--- src/rtl/pmu_pkg.sv ---
package pmu_pkg;

  typedef enum logic [1:0] {
    PM_RUN   = 2'b00,
    PM_IDLE  = 2'b01,
    PM_SLEEP = 2'b10,
    PM_WAKE  = 2'b11
  } pmState_t;

  localparam logic [1:0] OP_IDLE  = 2'b01;
  localparam logic [1:0] OP_SLEEP = 2'b10;

  localparam logic [1:0] CAUSE_NONE = 2'b00;
  localparam logic [1:0] CAUSE_IRQ  = 2'b01;
  localparam logic [1:0] CAUSE_WDT  = 2'b10;
  localparam logic [1:0] CAUSE_RST  = 2'b11;

  typedef struct packed {
    logic loadCause;
    logic loadWait;
    logic decWait;
    logic trackSrc;
    logic armWdtClr;
  } pmStrobe_t;

endpackage

--- src/rtl/pmu_control.sv ---
module pmu_control
  import pmu_pkg::*;
(
  input  logic      clk,
  input  logic      rstN,
  input  logic      saveReq,
  input  logic [1:0] saveMode,
  input  logic      wakeAny,
  input  logic      waitDone,
  input  logic      wdtEnable,
  output pmState_t  stateQ,
  output pmStrobe_t strobe,
  output logic      cpuClkEn,
  output logic      periClkEn,
  output logic      oscRun,
  output logic      lowPower
);

  pmState_t stateD;
  logic     validOp;

  assign validOp = saveReq && (saveMode == OP_IDLE || saveMode == OP_SLEEP);

  always_comb begin
    stateD           = stateQ;
    strobe           = '0;
    strobe.trackSrc  = (stateQ == PM_RUN) || (stateQ == PM_IDLE);
    unique case (stateQ)
      PM_RUN: begin
        if (validOp) begin
          if (wakeAny) begin
            strobe.loadCause = 1'b1;
          end else if (saveMode == OP_IDLE) begin
            stateD = PM_IDLE;
          end else begin
            stateD           = PM_SLEEP;
            strobe.armWdtClr = wdtEnable;
          end
        end
      end
      PM_IDLE: begin
        if (wakeAny) begin
          stateD           = PM_RUN;
          strobe.loadCause = 1'b1;
        end
      end
      PM_SLEEP: begin
        if (wakeAny) begin
          stateD           = PM_WAKE;
          strobe.loadCause = 1'b1;
          strobe.loadWait  = 1'b1;
        end
      end
      PM_WAKE: begin
        strobe.decWait = 1'b1;
        if (waitDone) begin
          stateD = PM_RUN;
        end
      end
      default: stateD = PM_RUN;
    endcase
  end

  always_ff @(posedge clk or negedge rstN) begin
    if (!rstN) begin
      stateQ <= PM_RUN;
    end else begin
      stateQ <= stateD;
    end
  end

  assign cpuClkEn  = (stateQ == PM_RUN);
  assign periClkEn = (stateQ == PM_RUN) || (stateQ == PM_IDLE);
  assign oscRun    = (stateQ != PM_SLEEP);
  assign lowPower  = (stateQ == PM_SLEEP) || (stateQ == PM_WAKE);

  AST_IDLE_WAKE_RUN: assert property (@(posedge clk) disable iff (!rstN)
    (stateQ == PM_IDLE && wakeAny) |=> (stateQ == PM_RUN && cpuClkEn));

  AST_BAD_OP_STAYS_RUN: assert property (@(posedge clk) disable iff (!rstN)
    (stateQ == PM_RUN && saveReq && saveMode != OP_IDLE && saveMode != OP_SLEEP)
      |=> (stateQ == PM_RUN));

  AST_ABORT_STAYS_RUN: assert property (@(posedge clk) disable iff (!rstN)
    (stateQ == PM_RUN && saveReq && wakeAny) |=> (stateQ == PM_RUN && cpuClkEn));

  AST_SLEEP_EXIT_PATH: assert property (@(posedge clk) disable iff (!rstN)
    (stateQ == PM_SLEEP) |=> (stateQ == PM_SLEEP || stateQ == PM_WAKE));

  AST_WAKE_ENDS_RUN: assert property (@(posedge clk) disable iff (!rstN)
    (stateQ == PM_WAKE && waitDone) |=> (stateQ == PM_RUN));

endmodule

--- src/rtl/pmu_datapath.sv ---
module pmu_datapath
  import pmu_pkg::*;
#(
  parameter int NUM_IRQ  = 8,
  parameter int NUM_SRC  = 4,
  parameter int OSC_WAIT = 5,
  localparam int SRC_W   = (NUM_SRC > 1) ? $clog2(NUM_SRC) : 1,
  localparam int CNT_W   = (OSC_WAIT > 1) ? $clog2(OSC_WAIT) : 1
) (
  input  logic               clk,
  input  logic               rstN,
  input  pmStrobe_t          strobe,
  input  logic [NUM_IRQ-1:0] irqPend,
  input  logic [NUM_IRQ-1:0] irqEn,
  input  logic               wdtTimeout,
  input  logic               devResetReq,
  input  logic [SRC_W-1:0]   oscSel,
  input  logic               oscRun,
  output logic               wakeAny,
  output logic               waitDone,
  output logic [1:0]         wakeCause,
  output logic [NUM_SRC-1:0] oscEn,
  output logic               wdtClr
);

  localparam logic [CNT_W-1:0] WAIT_LOAD = CNT_W'(OSC_WAIT - 1);

  logic [NUM_IRQ-1:0] irqHitVec;
  logic               irqHit;
  logic [1:0]         wakeCode;
  logic [CNT_W-1:0]   waitCnt;
  logic [SRC_W-1:0]   activeSrc;

  // Per-source qualification of pending requests by their enables.
  for (genvar i = 0; i < NUM_IRQ; i++) begin : g_irqQual
    assign irqHitVec[i] = irqPend[i] & irqEn[i];
  end
  assign irqHit  = |irqHitVec;
  assign wakeAny = devResetReq | wdtTimeout | irqHit;

  // Cause priority: reset, then watchdog, then interrupt.
  always_comb begin
    if (devResetReq)     wakeCode = CAUSE_RST;
    else if (wdtTimeout) wakeCode = CAUSE_WDT;
    else if (irqHit)     wakeCode = CAUSE_IRQ;
    else                 wakeCode = CAUSE_NONE;
  end

  always_ff @(posedge clk or negedge rstN) begin
    if (!rstN) begin
      wakeCause <= CAUSE_NONE;
    end else if (strobe.loadCause) begin
      wakeCause <= wakeCode;
    end
  end

  // Oscillator start-up counter.
  always_ff @(posedge clk or negedge rstN) begin
    if (!rstN) begin
      waitCnt <= '0;
    end else if (strobe.loadWait) begin
      waitCnt <= WAIT_LOAD;
    end else if (strobe.decWait && waitCnt != '0) begin
      waitCnt <= waitCnt - 1'b1;
    end
  end
  assign waitDone = (waitCnt == '0);

  // Source snapshot: follows the selection while awake, frozen otherwise.
  always_ff @(posedge clk or negedge rstN) begin
    if (!rstN) begin
      activeSrc <= '0;
    end else if (strobe.trackSrc) begin
      activeSrc <= oscSel;
    end
  end

  for (genvar s = 0; s < NUM_SRC; s++) begin : g_oscDecode
    assign oscEn[s] = oscRun && (activeSrc == SRC_W'(s));
  end

  always_ff @(posedge clk or negedge rstN) begin
    if (!rstN) begin
      wdtClr <= 1'b0;
    end else begin
      wdtClr <= strobe.armWdtClr;
    end
  end

  AST_WDT_CLR_SINGLE: assert property (@(posedge clk) disable iff (!rstN)
    wdtClr |=> !wdtClr);

  AST_SRC_HELD: assert property (@(posedge clk) disable iff (!rstN)
    !strobe.trackSrc |=> $stable(activeSrc));

  AST_WAIT_RANGE: assert property (@(posedge clk) disable iff (!rstN)
    waitCnt <= WAIT_LOAD);

  AST_CAUSE_SET: assert property (@(posedge clk) disable iff (!rstN)
    strobe.loadCause |=> (wakeCause != CAUSE_NONE));

  AST_RESET_WINS: assert property (@(posedge clk) disable iff (!rstN)
    (strobe.loadCause && devResetReq) |=> (wakeCause == CAUSE_RST));

endmodule

--- src/rtl/power_mode_unit.sv ---
module power_mode_unit
  import pmu_pkg::*;
#(
  parameter int NUM_IRQ  = 8,
  parameter int NUM_SRC  = 4,
  parameter int OSC_WAIT = 5,
  localparam int SRC_W   = (NUM_SRC > 1) ? $clog2(NUM_SRC) : 1
) (
  input  logic               clk,
  input  logic               rstN,
  input  logic               saveReq,
  input  logic [1:0]         saveMode,
  input  logic [NUM_IRQ-1:0] irqPend,
  input  logic [NUM_IRQ-1:0] irqEn,
  input  logic               wdtTimeout,
  input  logic               wdtEnable,
  input  logic               devResetReq,
  input  logic [SRC_W-1:0]   oscSel,
  input  logic               clkMonCfg,
  input  logic               lowRcReq,
  output logic               cpuClkEn,
  output logic               periClkEn,
  output logic [NUM_SRC-1:0] oscEn,
  output logic               wdtClr,
  output logic               lowRcEn,
  output logic               clkMonEn,
  output logic [1:0]         curMode,
  output logic [1:0]         wakeCause
);

  pmState_t  stateQ;
  pmStrobe_t strobe;
  logic      wakeAny;
  logic      waitDone;
  logic      oscRun;
  logic      lowPower;

  pmu_control i_control (
    .clk       (clk),
    .rstN      (rstN),
    .saveReq   (saveReq),
    .saveMode  (saveMode),
    .wakeAny   (wakeAny),
    .waitDone  (waitDone),
    .wdtEnable (wdtEnable),
    .stateQ    (stateQ),
    .strobe    (strobe),
    .cpuClkEn  (cpuClkEn),
    .periClkEn (periClkEn),
    .oscRun    (oscRun),
    .lowPower  (lowPower)
  );

  pmu_datapath #(
    .NUM_IRQ  (NUM_IRQ),
    .NUM_SRC  (NUM_SRC),
    .OSC_WAIT (OSC_WAIT)
  ) i_datapath (
    .clk         (clk),
    .rstN        (rstN),
    .strobe      (strobe),
    .irqPend     (irqPend),
    .irqEn       (irqEn),
    .wdtTimeout  (wdtTimeout),
    .devResetReq (devResetReq),
    .oscSel      (oscSel),
    .oscRun      (oscRun),
    .wakeAny     (wakeAny),
    .waitDone    (waitDone),
    .wakeCause   (wakeCause),
    .oscEn       (oscEn),
    .wdtClr      (wdtClr)
  );

  assign curMode  = (stateQ == PM_WAKE) ? 2'(PM_SLEEP) : 2'(stateQ);
  assign clkMonEn = clkMonCfg & ~lowPower;
  assign lowRcEn  = wdtEnable | (lowRcReq & ~lowPower);

  AST_WDT_CLR_ON_ENTRY: assert property (@(posedge clk) disable iff (!rstN)
    wdtClr |-> (curMode == 2'b10 && $past(curMode) == 2'b00));

  AST_SLEEP_GATED: assert property (@(posedge clk) disable iff (!rstN)
    (curMode == 2'b10) |-> (!cpuClkEn && !periClkEn && !clkMonEn));

  AST_LOWRC_WITH_WDT: assert property (@(posedge clk) disable iff (!rstN)
    wdtEnable |-> lowRcEn);

endmodule

--- config.mk ---
export PLATFORM = sky130hd
export DESIGN_NAME = power_mode_unit
export DESIGN_NICKNAME = d
export VERILOG_FILES = /design/src/rtl/pmu_pkg.sv /design/src/rtl/pmu_control.sv /design/src/rtl/pmu_datapath.sv /design/src/rtl/power_mode_unit.sv
export SDC_FILE = /design/constraint.sdc
export NUM_CORES = 1
export LEC_CHECK = 0
export BUFFER_PORTS_ARGS = -buffer_cell sky130_fd_sc_hd__buf_2
export CORE_UTILIZATION = 45
export CTS_CLUSTER_SIZE = 25
export DETAILED_ROUTE_END_ITERATION = 12
export GPL_TIMING_DRIVEN = 0
export HOLD_SLACK_MARGIN = 0.1
export PLACE_DENSITY = 0.9
export SLEW_MARGIN = 20
export SYNTH_ARGS = -nofsm -noshare
export SYNTH_HDL_FRONTEND = slang
export SYNTH_SLANG_ARGS = --single-unit
--- constraint.sdc ---
create_clock -name clk -period 2.5 [get_ports clk]
set_input_delay 0.25 -clock clk [delete_from_list [all_inputs] [get_ports clk]]
set_output_delay 0.25 -clock clk [all_outputs]
set_load 0.02 [all_outputs]
==> results.py <==
metrics = {
    "floorplanning": {
        "die_h_um": 42.5,
        "placementRows": 14,
        "coreArea_um2": 1520,
        "ios": 41,
        "die-area_um2": 1810,
        "die_x_um": 42.5,
        "start_util": 0.485,
    },
    "sta": {
        "setup-violations-final": 0,
        "fin_crit_sh": 0.820,
        "fin_crit_ns": 2.05,
        "rsz0062_at_grt": "no",
        "tns_ns": 0,
        "finClkSkew_ns": 0.00271,
        "worst_pin_slew_ns": 0.402,
        "relSlewSlack": 0.732,
        "finalMaxSlewViolations": 0,
        "max_freq_mhz": 488,
        "hold_viol_final": 0,
    },
    "yosys": {
        "ys_ff_latch": 10,
        "syn_area_um2": 739,
        "synth_warnings": 0,
        "synthDistinctLibCells": 31,
        "synthCells": 79,
        "syn-num-nets": 115,
        "ys_seq_area_frac": 0.338,
        "synth_area_per_cell_um2": 9.36,
    },
    "critical_path": {
        "crit_required_ns": 2.25,
        "critPathKind": "flip-flop to primary output",
        "endpoint_kind": "primary output",
        "critPathLaunchType": "flip-flop",
        "crit_fanout": 10,
        "crit_arrival_ns": 1.80,
        "r2r_cells": 9,
    },
    "layout": {
        "layout_common_cells": "buf_2 (41), dfrtp_1 (10), inv_1 (8), nor2_1 (8), ha_1 (8)",
        "nets": 161,
        "drive_gt1_frac": 0.444,
        "antenna_cells": 0,
        "instances_no_fill": 140,
        "utilization": 0.660,
        "area_growth_pct": 36.0,
        "fill_cells": 130,
        "layout_commonest_cell": "buf_2",
    },
    "global_route": {
        "gr-max-usage-layer": "met2",
        "grt_start_max_net_pins": 11,
        "grt_use_met2": 0.415,
        "met3_usage": 0.0431,
        "overflow": 0,
        "grt_pass1_vias": 757,
        "grt_use_total": 0.228,
        "grt_pass1_wl_mm": 3.11,
        "grtUsageMet1": 0.251,
        "antenna_found_initial": 0,
    },
    "cts": {
        "cts.sinks": 10,
        "root_buffer": "clkbuf_4",
        "cts.clk_slew.worst_paths_ns": 0.07,
        "insertion_delay_ns": 0.26,
        "htreeDepth": 1,
        "tritoncts": "built",
        "cts_repair_resize_count": 0,
        "postCtsSetupBuffers": 0,
        "cts_hold_buf": 1,
        "cts_buffers": 3,
        "clockBufferDepth": 2,
    },
    "power_and_ir_drop": {
        "powerDensity_nw_per_um2": 788,
        "total_power_mw": 0.793,
        "p_leak_nw": 0.529,
        "peakVddDrop_mv": 0.443,
    },
    "worst_hold_path": {
        "holdPathStages": 2,
        "hp-class": "input port to flip-flop",
    },
    "detailed_routing": {
        "num_vias": 748,
        "wire_per_inst_um": 13.0,
        "via_per_inst": 5.34,
        "drtAntennaViolNets": 0,
        "first_pass_iters": 4,
        "drc": 0,
        "drt_iter0_markers": 27,
        "wl_mm": 1.82,
    },
    "placement": {
        "gp_congestion": 0.814,
        "portBuffers": 40,
        "dp_cells": 135,
        "hpwl_mm": 1.53,
    },
    "run": {
        "drv_cap": 0,
    },
    "run_status": {
        "status": "completed",
    },
}
[flip-flops by register name, indices dropped and copies added (netlist names)]
| signal | cells |
|---|---|
| i_datapath.waitCnt | 3 |
| i_control.stateQ | 2 |
| i_datapath.activeSrc | 2 |
| i_datapath.wakeCause | 2 |
| i_datapath.wdtClr | 1 |
[power by group]
group	internal, mW	switching (mW)
registers	0.211	0.0412
clock network	0.0884	0.0601
logic	0.166	0.226
total	0.465	0.328
[final timing paths]
kind | startpoint | end | slack [ns]
setup reg to reg | i_datapath.waitCnt[0] | i_control.stateQ[0] | 0.55
hold reg to reg | i_datapath.wakeCause[1] | i_datapath.wakeCause[1] | 0.48
hold / removal | devResetReq | i_datapath.wakeCause[0] | 0.21
setup / recovery | i_control.stateQ[0] | lowRcEn | 0.45
min in group asynchronous | rstN | i_datapath.waitCnt[2] | 0.37
max in group asynchronous | rstN | i_control.stateQ[0] | 1.94
[metrics by stage]
| step | area, um^2 | setup WS (ns) | hold slack, ns |
|---|---|---|---|
| final | 1010 | 0.451 | 0.214 |
| after global routing | 1010 | 0.327 | 0.217 |
| after CTS | 1010 | 0.431 | 0.213 |
| after detailed placement | 960 | 0.535 | 0.120 |
| after global placement | 960 | 0.646 | 0.114 |
| after floorplan | 739 | 0.755 | -0.0456 |
[routing by layer]
| metal | routed length, um | up-vias | part of all wire |
|---|---|---|---|
| met5 | 0 | - | 0 |
| met4 | 55 | 0 | 0.030 |
| met3 | 55 | 6 | 0.030 |
| met2 | 1000 | 25 | 0.55 |
| met1 | 707 | 352 | 0.39 |
| li1 | - | 365 | - |
[cell usage after synthesis, drive strengths merged]
cell    instances  area (um^2)
ha              8          100
a22oi           4         45.1
nor2b           1         6.26
o22ai           1         6.26
nand2           5         18.8
dfrtp          10          250
o22a            1         8.76
mux2            2         22.5
and4            1         11.3
o21ai           1         5.00
and2            2         12.5
nand4b          1         8.76
a221o           3         30.0
a21oi           5         25.0
nor3b           3         22.5
or2             2         12.5
buf             2         16.3
nand3           2         15.0
nor3            3         20.0
inv             8         30.0
and3b           1         8.76
xnor2           1         8.76
a21o            2         15.0
nand2b          1         6.26
nor2            8         30.0
clkbuf          1         3.75
[logic make-up after synthesis]
group,count (synthesis),synth area share
AOI/OAI and AO/OA,17,0.183
xor gates and xnor gates,1,0.0118
adders and majority gates,8,0.135
buffers and inverters,11,0.0677
DFF,10,0.338
muxes,2,0.0305
and+or+nand+nor,30,0.234
[final cells by class]
type	count	area (um^2)	share of cell area
Inverter	8	30.0	0.0299
Multi-Input combinational cell	58	439	0.437
Tap cell	16	20.0	0.0199
Sequential cell	10	250	0.249
Timing Repair Buffer	41	210	0.209
Clock buffer	4	36.3	0.0361
Buffer	3	20.0	0.0199
[worst max-delay path, cell delays in order, from the launching register on]
cell and delay (ns):
dfrtp_1 0.44, inv_1 0.11, ha_1 0.17, clkbuf_1 0.34, nor2_1 0.12, a21o_1 0.20
buf_2 0.15
Note: power is estimated with default switching activity, not from simulation.
